$ cat src/rtl/fbdiv_multimode.sv
`timescale 1ns/1ps
module fbdiv_multimode #(
  parameter int WORD_W     = 16,
  parameter int FIELD_LSB  = 4,
  parameter int WIDE_MIN   = 272,
  parameter int NARROW_MIN = 4
) (
  input  logic              clk,
  input  logic              rst_n,
  input  logic              hi_strobe,
  input  logic              lo_strobe,
  input  logic              path_sel,
  input  logic              range_sel,
  input  logic              inhibit,
  input  logic [WORD_W-1:0] ratio_word,
  output logic              div_pulse
);
  localparam int NARROW_W = WORD_W - FIELD_LSB;
  localparam logic [WORD_W-1:0] WIDE_FLOOR   = WORD_W'(WIDE_MIN);
  localparam logic [WORD_W-1:0] NARROW_FLOOR = WORD_W'(NARROW_MIN);

  logic [WORD_W-1:0] narrow_n, next_n, period, cnt;
  logic              halve_q, count_evt, wide_mode;

  assign wide_mode = path_sel | range_sel;
  assign narrow_n  = {{FIELD_LSB{1'b0}}, ratio_word[WORD_W-1 -: NARROW_W]};
  assign next_n    = wide_mode
                   ? ((ratio_word < WIDE_FLOOR)  ? WIDE_FLOOR   : ratio_word)
                   : ((narrow_n   < NARROW_FLOOR) ? NARROW_FLOOR : narrow_n);
  assign count_evt = path_sel ? (hi_strobe & halve_q) : lo_strobe;

  always_ff @(posedge clk) begin
    if (!rst_n || inhibit) begin
      cnt       <= '0;
      period    <= next_n;
      halve_q   <= 1'b0;
      div_pulse <= 1'b0;
    end else begin
      div_pulse <= 1'b0;
      if (path_sel && hi_strobe) halve_q <= ~halve_q;
      if (count_evt) begin
        if (cnt == period - 1'b1) begin
          cnt       <= '0;
          period    <= next_n;
          div_pulse <= 1'b1;
        end else begin
          cnt <= cnt + 1'b1;
        end
      end
    end
  end
endmodule

$ cat config.mk
export PLATFORM = sky130hd
export DESIGN_NAME = fbdiv_multimode
export DESIGN_NICKNAME = d
export VERILOG_FILES = /design/src/rtl/fbdiv_multimode.sv
export SDC_FILE = /design/constraint.sdc
export NUM_CORES = 1
export LEC_CHECK = 0
export ABC_CLOCK_PERIOD_IN_PS = 4050
export BUFFER_PORTS_ARGS = -buffer_cell sky130_fd_sc_hd__buf_4
export CORE_MARGIN = 1.5
export CORE_UTILIZATION = 50
export DETAILED_ROUTE_END_ITERATION = 10
export PLACE_DENSITY = 0.75
export SLEW_MARGIN = 20
export SYNTH_ARGS = -nofsm -noshare
export SYNTH_HDL_FRONTEND = slang
export SYNTH_SLANG_ARGS = --single-unit
$ cat constraint.sdc
create_clock -name clk -period 4.05 [get_ports clk]
set_clock_uncertainty 0.2 [all_clocks]
set_input_delay 0.81 -clock clk [delete_from_list [all_inputs] [get_ports clk]]
set_output_delay 0.81 -clock clk [all_outputs]
set_load 0.01 [all_outputs]
==> out/metrics.cfg <==
[outcome]
status = finished, final reports clean

[sta]
worstMarginPinSlew_ns = 0.823
setup-tns-final_ns = 0
max_slew_margin = 0.446
finalMaxSlewViolations = 0
max_freq_mhz = 295
finalSetupViolCount = 0
hold_viol = 0
fin_crit_ns = 3.39
rsz0062_at_grt = false
period_share = 0.836

[drt]
first_pass_iters = 4
ant_nets = 0
drc = 0
first_iter_violations = 112
num_vias = 1823
routedWlPerCell_um = 13.9
wl_mm = 4.47
viasPerCell = 5.66

[worst_setup_path]
cp_max_fo = 18
cp-start-kind = flop
cp-end-kind = flop
reg2reg_depth = 7
required_ns = 3.82
r2r_end = period[7]
rrSetupSlack_ns = 0.66
critical_path_class = flop to flop
cp.arrival_ns = 3.16
worstReg2RegStart = period[2]

[clock_tree]
root_buffer = clkbuf_8
h-tree-depth = 2
cts_setup_buffers = 0
ctsResizeCount = 0
cts.sinks = 34
cts_tree = built
clk_latency_ns = 0.28
path_clk_slew_ns = 0.07
cts_made_buffers = 5
ctsHoldBuffers = 0
cts.path.max_buffers = 2

[floorplan]
initial_core_util = 0.530
die_w_um = 68.8
ios = 24
die-area_sq_um = 4730
rows = 23
core_sq_um = 4090
die_h_um = 68.8

[cells_and_area]
final_common_cell = nor2_1
final_cell_mix = nor2_1 (32), buf_4 (26), nand2_1 (23)
drive_above_1_share = 0.158
design_area_sq_um = 2460
syn2layout_area_growth_pct = 13.8
num-nets-final = 296
diodes = 0

[power_and_ir_drop]
seqPwrFrac = 0.539
clockPowerShare = 0.312
power_switching_share = 0.258
power_mw = 0.736
p_switching_mw = 0.190
p_int_mw = 0.546
p_comb_frac = 0.149
p_leak_nw = 0.849
power_density_nw_per_um2 = 299
peakVddDrop_mv = 0.163

[yosys]
yosysTopAreaCellShare = 0.222
synth-async-reset-ratio = 0
synth_top_area_cell = edfxtp_1
ys_seq_area_frac = 0.388
synth_top_cells_by_area = edfxtp_1 (22%), dfxtp_1 (17%), xnor2_1 (8.1%), nor2_1 (5.5%), nand2_1 (4.0%)
synthCells = 246
synth_edf_count = 16
synth_flop_cell = dfxtp_1
ys_warn_count = 0
synth_cell_types = 53
synth_area_sq_um = 2160
synth_area_per_cell_sq_um = 8.80
ys_ff_latch = 34
synthesis.nets = 271

[hold_path]
holdCritPathClass = flop to flop
hold_end = halve_q
min_delay_path_depth = 2
min-delay-start = halve_q

[global_routing]
grt_overflow = 0
grt_max_degree = 19
antenna_found_initial = 0
grt_pass1_wl_mm = 7.55
grt_pass1_vias = 1751
grt_usage = 0.217

[placement]
hpwl_mm = 3.44
place_area_sq_um = 2380
port_buffers = 23
gp_congestion = 0.900

[flow_run]
drv_cap = 0

[cells by family after synthesis]
group / synth area share
AND/OR/NAND/NOR: 0.271
AO/OA/AOI/OAI: 0.149
flip-flops: 0.388
XOR/XNOR: 0.117
buffers and inverters: 0.0324
multiplexers: 0.0301
adder cells (fa/ha/maj): 0.0116
[synthesized netlist by cell type (3+ instances only)]
master and number:
dfxtp_1 18, nor4_1 5, a211oi_1 3, xnor2_1 20, edfxtp_1 16, a21oi_1 8
nor3_1 8, nand3b_1 3, nand2b_1 3, clkbuf_1 4, nand3_1 9, nand4_1 8
xor2_1 9, mux2_2 4, nor2_1 32, nor2b_1 8, o21ai_0 10, inv_1 8
nand2_1 23, o22ai_1 3
[sequential cells by signal, summed over array words and instances, names as in the netlist]
signal,count
cnt,16
div_pulse,1
halve_q,1
period,16
[per-stage QoR]
step | cells | utilization | setup WS (ns) | hold slack (ns)
6_report | 322 | 0.603 | 0.663 | 0.325
2_1_floorplan | 246 | - | 0.802 | 0.273
3_3_place_gp | 314 | 0.583 | 0.705 | 0.298
4_1_cts | 322 | 0.603 | 0.647 | 0.323
5_1_grt | 322 | 0.603 | 0.431 | 0.352
3_5_place_dp | 314 | 0.583 | 0.661 | 0.299
[per-layer routing]
| metal | GRT usage | wire (um) | vias to the layer above | share of wire |
|---|---|---|---|---|
| li1 | - | - | 942 | - |
| met1 | 0.264 | 2090 | 828 | 0.47 |
| met2 | 0.358 | 2140 | 44 | 0.48 |
| met3 | 0.0519 | 139 | 9 | 0.031 |
| met4 | 0.110 | 99 | 0 | 0.022 |
| met5 | 0 | 0 | - | 0 |
[layout make-up]
cell class	count	area [sq um]
multi-input cells	196	1250
inverters	8	30.0
repair buffers	26	195
clock buffers	5	68.8
clock inverters	3	11.3
well taps	50	62.6
fillers	388	1620
flip-flops and latches	34	841
[critical path: stages (launching register included)]
cell	delay (ns)
edfxtp_1	0.48
or4_1	0.67
or4_4	0.56
o32a_1	0.37
o31ai_2	0.08
o2111ai_2	0.21
o31ai_4	0.23
buf_4	0.27
[power groups by stage]
stage	logic (mW)	clock network [mW]	registers, mW
6_report	0.110	0.230	0.397
5_1_grt	0.123	0.254	0.399
4_1_cts	0.110	0.235	0.396
3_5_place_dp	0.109	0	0.404
3_3_place_gp	0.107	0	0.403
2_1_floorplan	0.0759	0	0.397
[worst max-delay path by stage]
stage            endpoint  startpoint  slack, ns
6_report        period[7]   period[2]       0.66
5_1_grt        period[13]   period[2]       0.43
4_1_cts         period[8]   period[2]       0.65
3_5_place_dp    period[8]   period[2]       0.66
3_3_place_gp    period[7]   period[2]       0.71
2_1_floorplan   period[0]   period[2]       0.80
(Power assumes the default switching activity.)
